**config.mk**
```make
export PLATFORM = sky130hd
export DESIGN_NAME = evf_filter
export DESIGN_NICKNAME = d
export VERILOG_FILES = /design/src/rtl/evf_pkg.sv /design/src/rtl/evf_win.sv /design/src/rtl/evf_slot.sv /design/src/rtl/evf_rr.sv /design/src/rtl/evf_filter.sv
export SDC_FILE = /design/constraint.sdc
export NUM_CORES = 2
export LEC_CHECK = 0
export BUFFER_PORTS_ARGS = -buffer_cell sky130_fd_sc_hd__buf_2
export CORE_ASPECT_RATIO = 1.2
export CORE_UTILIZATION = 45
export DETAILED_ROUTE_END_ITERATION = 8
export SLEW_MARGIN = 25
export SYNTH_ARGS = -nofsm -noshare
export SYNTH_HDL_FRONTEND = slang
export SYNTH_SLANG_ARGS = --single-unit
```
**constraint.sdc**
```tcl
create_clock -name clk_i -period 10.4 [get_ports clk_i]
set_input_delay 1.04 -clock clk_i [delete_from_list [all_inputs] [get_ports clk_i]]
set_output_delay 1.04 -clock clk_i [all_outputs]
set_load 0.05 [all_outputs]
```
**src/rtl/evf_pkg.sv**
```systemverilog
package evf_pkg;
  typedef enum logic {
    CLR_ALL = 1'b0,
    CLR_WIN = 1'b1
  } clr_mode_e;
endpackage

```
**src/rtl/evf_win.sv**
```systemverilog
module evf_win #(
  parameter int ADDR_W = 32
) (
  input  logic [ADDR_W-1:0] addr_i,
  input  logic [ADDR_W-1:0] base_i,
  input  logic [ADDR_W-1:0] len_i,
  output logic              in_o
);
  localparam int EW = ADDR_W + 1;
  logic [EW-1:0] a_x, lo_x, hi_x;
  assign a_x  = {1'b0, addr_i};
  assign lo_x = {1'b0, base_i};
  assign hi_x = lo_x + {1'b0, len_i};  // no wrap: one extra bit
  assign in_o = (a_x >= lo_x) && (a_x < hi_x);
endmodule

```
**src/rtl/evf_slot.sv**
```systemverilog
module evf_slot #(
  parameter int ADDR_W = 32,
  parameter int KIND_W = 3
) (
  input  logic              clk_i,
  input  logic              rst_ni,
  input  logic              wr_i,
  input  logic              kill_i,
  input  logic [KIND_W-1:0] wr_kind_i,
  input  logic [ADDR_W-1:0] wr_addr_i,
  input  logic [KIND_W-1:0] lk_kind_i,
  input  logic [ADDR_W-1:0] lk_addr_i,
  output logic              valid_o,
  output logic              match_o,
  output logic [ADDR_W-1:0] addr_o
);
  logic [KIND_W-1:0] kind_q;
  logic [ADDR_W-1:0] addr_q;
  logic              valid_q;

  always_ff @(posedge clk_i or negedge rst_ni) begin
    if (!rst_ni) begin
      valid_q <= 1'b0;
      kind_q  <= '0;
      addr_q  <= '0;
    end else if (wr_i) begin
      valid_q <= 1'b1;
      kind_q  <= wr_kind_i;
      addr_q  <= wr_addr_i;
    end else if (kill_i) begin
      valid_q <= 1'b0;
    end
  end

  assign valid_o = valid_q;
  assign addr_o  = addr_q;
  assign match_o = valid_q && (kind_q == lk_kind_i) && (addr_q == lk_addr_i);


  wr_sets_valid_chk: assert property (@(posedge clk_i) disable iff (!rst_ni)
    wr_i |=> valid_o && (addr_o == $past(wr_addr_i)));
endmodule

```
**src/rtl/evf_rr.sv**
```systemverilog
module evf_rr #(
  parameter int NUM_ENTRIES = 16
) (
  input  logic                                        clk_i,
  input  logic                                        rst_ni,
  input  logic                                        adv_i,
  output logic [(NUM_ENTRIES > 1 ? $clog2(NUM_ENTRIES) : 1)-1:0] ptr_o
);
  localparam int PW = NUM_ENTRIES > 1 ? $clog2(NUM_ENTRIES) : 1;
  localparam logic [PW-1:0] LAST = PW'(NUM_ENTRIES - 1);
  logic [PW-1:0] ptr_q;

  always_ff @(posedge clk_i or negedge rst_ni) begin
    if (!rst_ni)   ptr_q <= '0;
    else if (adv_i) ptr_q <= (ptr_q == LAST) ? '0 : ptr_q + 1'b1;
  end
  assign ptr_o = ptr_q;


  rr_step_chk: assert property (@(posedge clk_i) disable iff (!rst_ni)
    adv_i |=> ptr_o == (($past(ptr_o) == LAST) ? '0 : $past(ptr_o) + 1'b1));

  rr_hold_chk: assert property (@(posedge clk_i) disable iff (!rst_ni)
    !adv_i |=> $stable(ptr_o));
endmodule

```
**src/rtl/evf_filter.sv**
```systemverilog
module evf_filter
  import evf_pkg::*;
#(
  parameter int ADDR_W      = 32,
  parameter int KIND_W      = 3,
  parameter int NUM_ENTRIES = 16
) (
  input  logic                 clk_i,
  input  logic                 rst_ni,
  input  logic                 in_valid_i,
  output logic                 in_ready_o,
  input  logic [KIND_W-1:0]    in_kind_i,
  input  logic [ADDR_W-1:0]    in_addr_i,
  input  logic [ADDR_W-1:0]    in_len_i,
  input  logic [2**KIND_W-1:0] inv_kind_mask_i,
  input  logic                 inv_partial_i,
  input  logic                 rinv_valid_i,
  input  logic                 rinv_full_i,
  input  logic [ADDR_W-1:0]    rinv_base_i,
  input  logic [ADDR_W-1:0]    rinv_len_i,
  output logic                 out_valid_o,
  input  logic                 out_ready_i,
  output logic [KIND_W-1:0]    out_kind_o,
  output logic [ADDR_W-1:0]    out_addr_o
);
  localparam int PW = NUM_ENTRIES > 1 ? $clog2(NUM_ENTRIES) : 1;

  logic              fire, is_inv, loc_inv, loc_all, loc_win, rem_all, rem_win;
  logic              hit_eff, insert, fwd;
  clr_mode_e         loc_mode;
  logic [PW-1:0]     ptr;
  logic [NUM_ENTRIES-1:0] valid_v, match_v, kill_v, wr_v;
  logic              out_valid_q;
  logic [KIND_W-1:0] out_kind_q;
  logic [ADDR_W-1:0] out_addr_q;

  assign in_ready_o = !out_valid_q || out_ready_i;
  assign fire       = in_valid_i && in_ready_o;
  assign is_inv     = inv_kind_mask_i[in_kind_i];
  assign loc_mode   = clr_mode_e'(inv_partial_i);
  assign loc_inv    = fire && is_inv;
  assign loc_all    = loc_inv && (loc_mode == CLR_ALL);
  assign loc_win    = loc_inv && (loc_mode == CLR_WIN);
  assign rem_all    = rinv_valid_i && rinv_full_i;
  assign rem_win    = rinv_valid_i && !rinv_full_i;

  for (genvar i = 0; i < NUM_ENTRIES; i++) begin : g_slot
    logic [ADDR_W-1:0] s_addr;
    logic              in_loc, in_rem;

    evf_win #(.ADDR_W(ADDR_W)) u_win_loc (
      .addr_i(s_addr), .base_i(in_addr_i), .len_i(in_len_i), .in_o(in_loc));
    evf_win #(.ADDR_W(ADDR_W)) u_win_rem (
      .addr_i(s_addr), .base_i(rinv_base_i), .len_i(rinv_len_i), .in_o(in_rem));

    assign kill_v[i] = loc_all || rem_all || (loc_win && in_loc) || (rem_win && in_rem);
    assign wr_v[i]   = insert && (ptr == PW'(i));

    evf_slot #(.ADDR_W(ADDR_W), .KIND_W(KIND_W)) u_slot (
      .clk_i    (clk_i),
      .rst_ni   (rst_ni),
      .wr_i     (wr_v[i]),
      .kill_i   (kill_v[i]),
      .wr_kind_i(in_kind_i),
      .wr_addr_i(in_addr_i),
      .lk_kind_i(in_kind_i),
      .lk_addr_i(in_addr_i),
      .valid_o  (valid_v[i]),
      .match_o  (match_v[i]),
      .addr_o   (s_addr)
    );
  end

  // same-cycle clears win over the lookup
  assign hit_eff = |(match_v & ~kill_v);
  assign insert  = fire && !is_inv && !hit_eff;
  assign fwd     = fire && (is_inv || !hit_eff);

  evf_rr #(.NUM_ENTRIES(NUM_ENTRIES)) u_rr (
    .clk_i(clk_i), .rst_ni(rst_ni), .adv_i(insert), .ptr_o(ptr));

  always_ff @(posedge clk_i or negedge rst_ni) begin
    if (!rst_ni) begin
      out_valid_q <= 1'b0;
      out_kind_q  <= '0;
      out_addr_q  <= '0;
    end else if (fwd) begin
      out_valid_q <= 1'b1;
      out_kind_q  <= in_kind_i;
      out_addr_q  <= in_addr_i;
    end else if (out_ready_i) begin
      out_valid_q <= 1'b0;
    end
  end

  assign out_valid_o = out_valid_q;
  assign out_kind_o  = out_kind_q;
  assign out_addr_o  = out_addr_q;


  stall_hold_chk: assert property (@(posedge clk_i) disable iff (!rst_ni)
    out_valid_o && !out_ready_i |=> out_valid_o && $stable(out_addr_o) && $stable(out_kind_o));

  hit_drop_chk: assert property (@(posedge clk_i) disable iff (!rst_ni)
    fire && !is_inv && hit_eff |=> !out_valid_o);

  miss_fwd_chk: assert property (@(posedge clk_i) disable iff (!rst_ni)
    fire && !is_inv && !hit_eff |=> out_valid_o && out_addr_o == $past(in_addr_i)
                                    && out_kind_o == $past(in_kind_i));

  unique_tag_chk: assert property (@(posedge clk_i) disable iff (!rst_ni)
    $onehot0(match_v));

  remote_clear_chk: assert property (@(posedge clk_i) disable iff (!rst_ni)
    rem_all && !insert |=> valid_v == '0);
endmodule

```
==> impl_metrics.toml <==
[run_status]
status = "completed"

[clocking]
cts_tree = "built"
clock_latency_ns = 0.71
cts_setup_buffers = 0
clk_pin_slew_ns = 0.06
hold_buffers = 0
cts_max_path_buffers = 3
cts_buffers = 80
cts_root_buffer = "clkbuf_16"
clkSinkCount = 616
cts_resized = 0
cts_max_level = 3

[timing]
max-slew-margin-rel_pct = 14.6
tns_ns = 0
period_share_pct = 90.1
fmax_ghz = 0.107
grt_setup_unrepaired = "false"
maxSlewViolCount = 0
fin_skew_ns = 0.0258
finalHoldViolCount = 0
worst_pin_slew_ns = 1.27
post-route-min-period_ns = 9.37
setup_violations = 0
layout_setup_ws_ns = 1.03

[floorplan]
die_height_um = 438
rows = 159
num_io_pins = 183
dieArea_um2 = 160000
fp.coreArea_um2 = 157000
die_w_um = 365
initial_core_util_pct = 45.4

[setup_path]
startpoint_type = "primary input"
timing.critical_path.required_ns = 10.98
crit_path_end_kind = "flop"
critPathArrivalTime_ns = 9.95
cp_max_fo = 36
cp_common_cell = "buf_4"
critPathKind = "in2reg"
slowest_delay_ns = 0.61
slowest_stage = "a2111oi_0"

[yosys]
synthTopCellsByArea = "ha_1 (36%), dfrtp_1 (22%), mux2_2 (6.1%)"
synth_area_um2 = 71200
synth-main-ff-cell = "dfrtp_1"
syn-num-nets = 9274
yosysTopAreaCell = "ha_1"
yosys_warnings = 0
synth_edf_count = 0
synth_cell_types = 92
seq_area_frac_synth_pct = 21.7
postSynthAreaPerCell_um2 = 10.1
postSynthCellCount = 7074
ys_ff_latch = 616
async_reset_ff_share_pct = 100
synth_top_area_share_pct = 36.1

[detailed_routing]
drtPass1Iterations = 5
drtAntennaViolNets = 0
wire_per_inst_um = 29.8
wirelength_mm = 286
avgViaCountPerCell = 6.48
routed-via-count = 62200
drtIter0Drc = 5278
route.detailed.drc = 0

[cells_and_area]
area_growth_pct = 11.1
nNetsFinal = 9647
fillers = 14500
drive_gt1_share_pct = 15.9
regArea_um2 = 15400
multi_input_area_um2 = 55000

[job]
maxCapViolations = 0

[placement]
portBuffers = 182
gp_congestion = 0.992
dpl_worst_slack_ns = 0.457
hpwl_mm = 222

[global_routing]
grt_usage_pct = 35.3
grt-ovfl-total = 0
grt_max_degree = 125
grt_pass1_wl_mm = 413
antenna_found_initial = 10
grt_pass1_vias = 58800

[pwr]
ir_worst_vdd_uv = 137
power_leakage_uw = 0.0417
power_density_nw_per_um2 = 228

[min_path]
hold_path.class = "in2async"
synth_stat cells (18+ instances only):
cell,n
ha_1,2052
dfrtp_1,616
a21oi_1,576
o21ai_0,434
mux2_2,383
a21o_1,314
nand2_1,301
nand4_1,264
nor2_1,231
nand3_1,156
mux2_4,154
inv_1,138
a211oi_1,104
nor2b_1,102
nor3_1,94
nand2b_1,86
o21a_1,78
o211ai_1,69
a2111oi_0,68
xor2_1,58
mux2_1,57
clkbuf_1,53
xnor2_1,48
a31oi_1,42
nor4_1,39
o2111ai_1,39
and4_1,35
buf_2,33
and3_1,32
a211o_1,30
o21bai_1,28
or3_1,23
or4_1,20
maj3_1,18
power breakdown:
group          switching, µW  internal (µW)
Clock                   1220           1690
Sequential              1560           3260
Combinational           5770           4530
Total                   8550           9480
area by class of cell:
type | instances | area share, %
Tap cell | 2093 | 3.31
Antenna cell | 2 | 0.00633
Timing Repair Buffer | 415 | 3.63
Sequential cell | 616 | 19.5
Clock inverter | 21 | 0.312
Clock buffer | 119 | 2.99
Inverter | 138 | 0.655
Multi-Input combinational cell | 6196 | 69.6
cell usage in the layout, fill, tap and decap left out, drive strengths merged, types with 35 or more instances in the layout:
| cell type | instances |
|---|---|
| o211ai | 69 |
| inv | 141 |
| xnor2 | 48 |
| o2111ai | 39 |
| clkbuf | 119 |
| and4 | 35 |
| o21ai | 438 |
| nand4 | 276 |
| nor4 | 39 |
| nor3 | 94 |
| nand2 | 301 |
| nor2b | 102 |
| nand2b | 86 |
| ha | 2052 |
| a211oi | 105 |
| o21a | 78 |
| nor2 | 231 |
| a31oi | 43 |
| a21oi | 578 |
| buf | 415 |
| nand3 | 156 |
| a2111oi | 70 |
| dfrtp | 616 |
| a21o | 314 |
| mux2 | 594 |
| xor2 | 58 |
cell families (layout without fill, tap and decap cells):
| group | Yosys count | after routing | synth area share, % |
|---|---|---|---|
| other | 0 | 2 | 0 |
| DFF | 616 | 616 | 21.7 |
| adders and majority gates | 2074 | 2074 | 36.4 |
| buffers and inverters | 262 | 693 | 1.71 |
| xor gates and xnor gates | 106 | 106 | 1.30 |
| muxes | 600 | 600 | 10.3 |
| AOI/OAI and AO/OA | 1976 | 1976 | 17.8 |
| and+or+nand+nor | 1440 | 1440 | 10.7 |
sequential cells by signal, summed over array words and instances, names as in the netlist:
signal / cells
out_addr_o: 32
g_slot.u_slot.valid_o: 16
out_valid_o: 1
u_rr.ptr_o: 4
out_kind_o: 3
g_slot.u_slot.kind_q: 48
g_slot.u_slot.addr_o: 512
final timing paths:
| kind | from | endpoint | slack [ns] | depth (start not counted) |
|---|---|---|---|---|
| min in group clk_i | out_addr_o[17]$_DFFE_PN0P_ | out_addr_o[17]$_DFFE_PN0P_ | 0.48 | 1 |
| worst min-delay path | rst_ni | g_slot[11].u_slot.addr_o[25]$_DFFE_PN0P_ | 0.41 | 1 |
| worst max-delay path | rinv_base_i[0] | g_slot[0].u_slot.addr_o[26]$_DFFE_PN0P_ | 1.03 | 37 |
| max in group asynchronous | rst_ni | g_slot[7].u_slot.addr_o[8]$_DFFE_PN0P_ | 7.67 | 3 |
| worst max register to register | g_slot[9].u_slot.addr_o[27]$_DFFE_PN0P_ | g_slot[0].u_slot.addr_o[26]$_DFFE_PN0P_ | 3.76 | 17 |
| worst min register to register | out_addr_o[17]$_DFFE_PN0P_ | out_addr_o[17]$_DFFE_PN0P_ | 0.48 | 1 |
layer usage:
layer	up-vias	global-route usage, %	share of wire, %
met5	-	0	0.0077
met4	4	18.2	5.8
met3	649	5.97	7.3
met2	2391	53.8	43
met1	30500	47.8	44
li1	28600	-	-
critical path, delay by kind of cell:
kind | cells | cell delay (ns)
mux | 1 | 0.37
compound gates | 18 | 4.43
buf+inv | 7 | 1.55
simple gates | 7 | 1.36
xor+xnor | 1 | 0.14
fa+ha+maj | 3 | 0.97
metrics by stage:
step                hold slack, ns  instance area (µm²)  cells  power, µW  util [%]
global placement             0.468                76400   9457      14300      48.7
CTS                          0.403                79000   9598      17800      50.4
detailed placement           0.475                76400   9458      14800      48.7
floorplan                    0.480                71200   7074      11200         -
global route                 0.469                79000   9598      19500      50.4
finish                       0.409                79000   9600      18000      50.4
(Power assumes the default switching activity.)
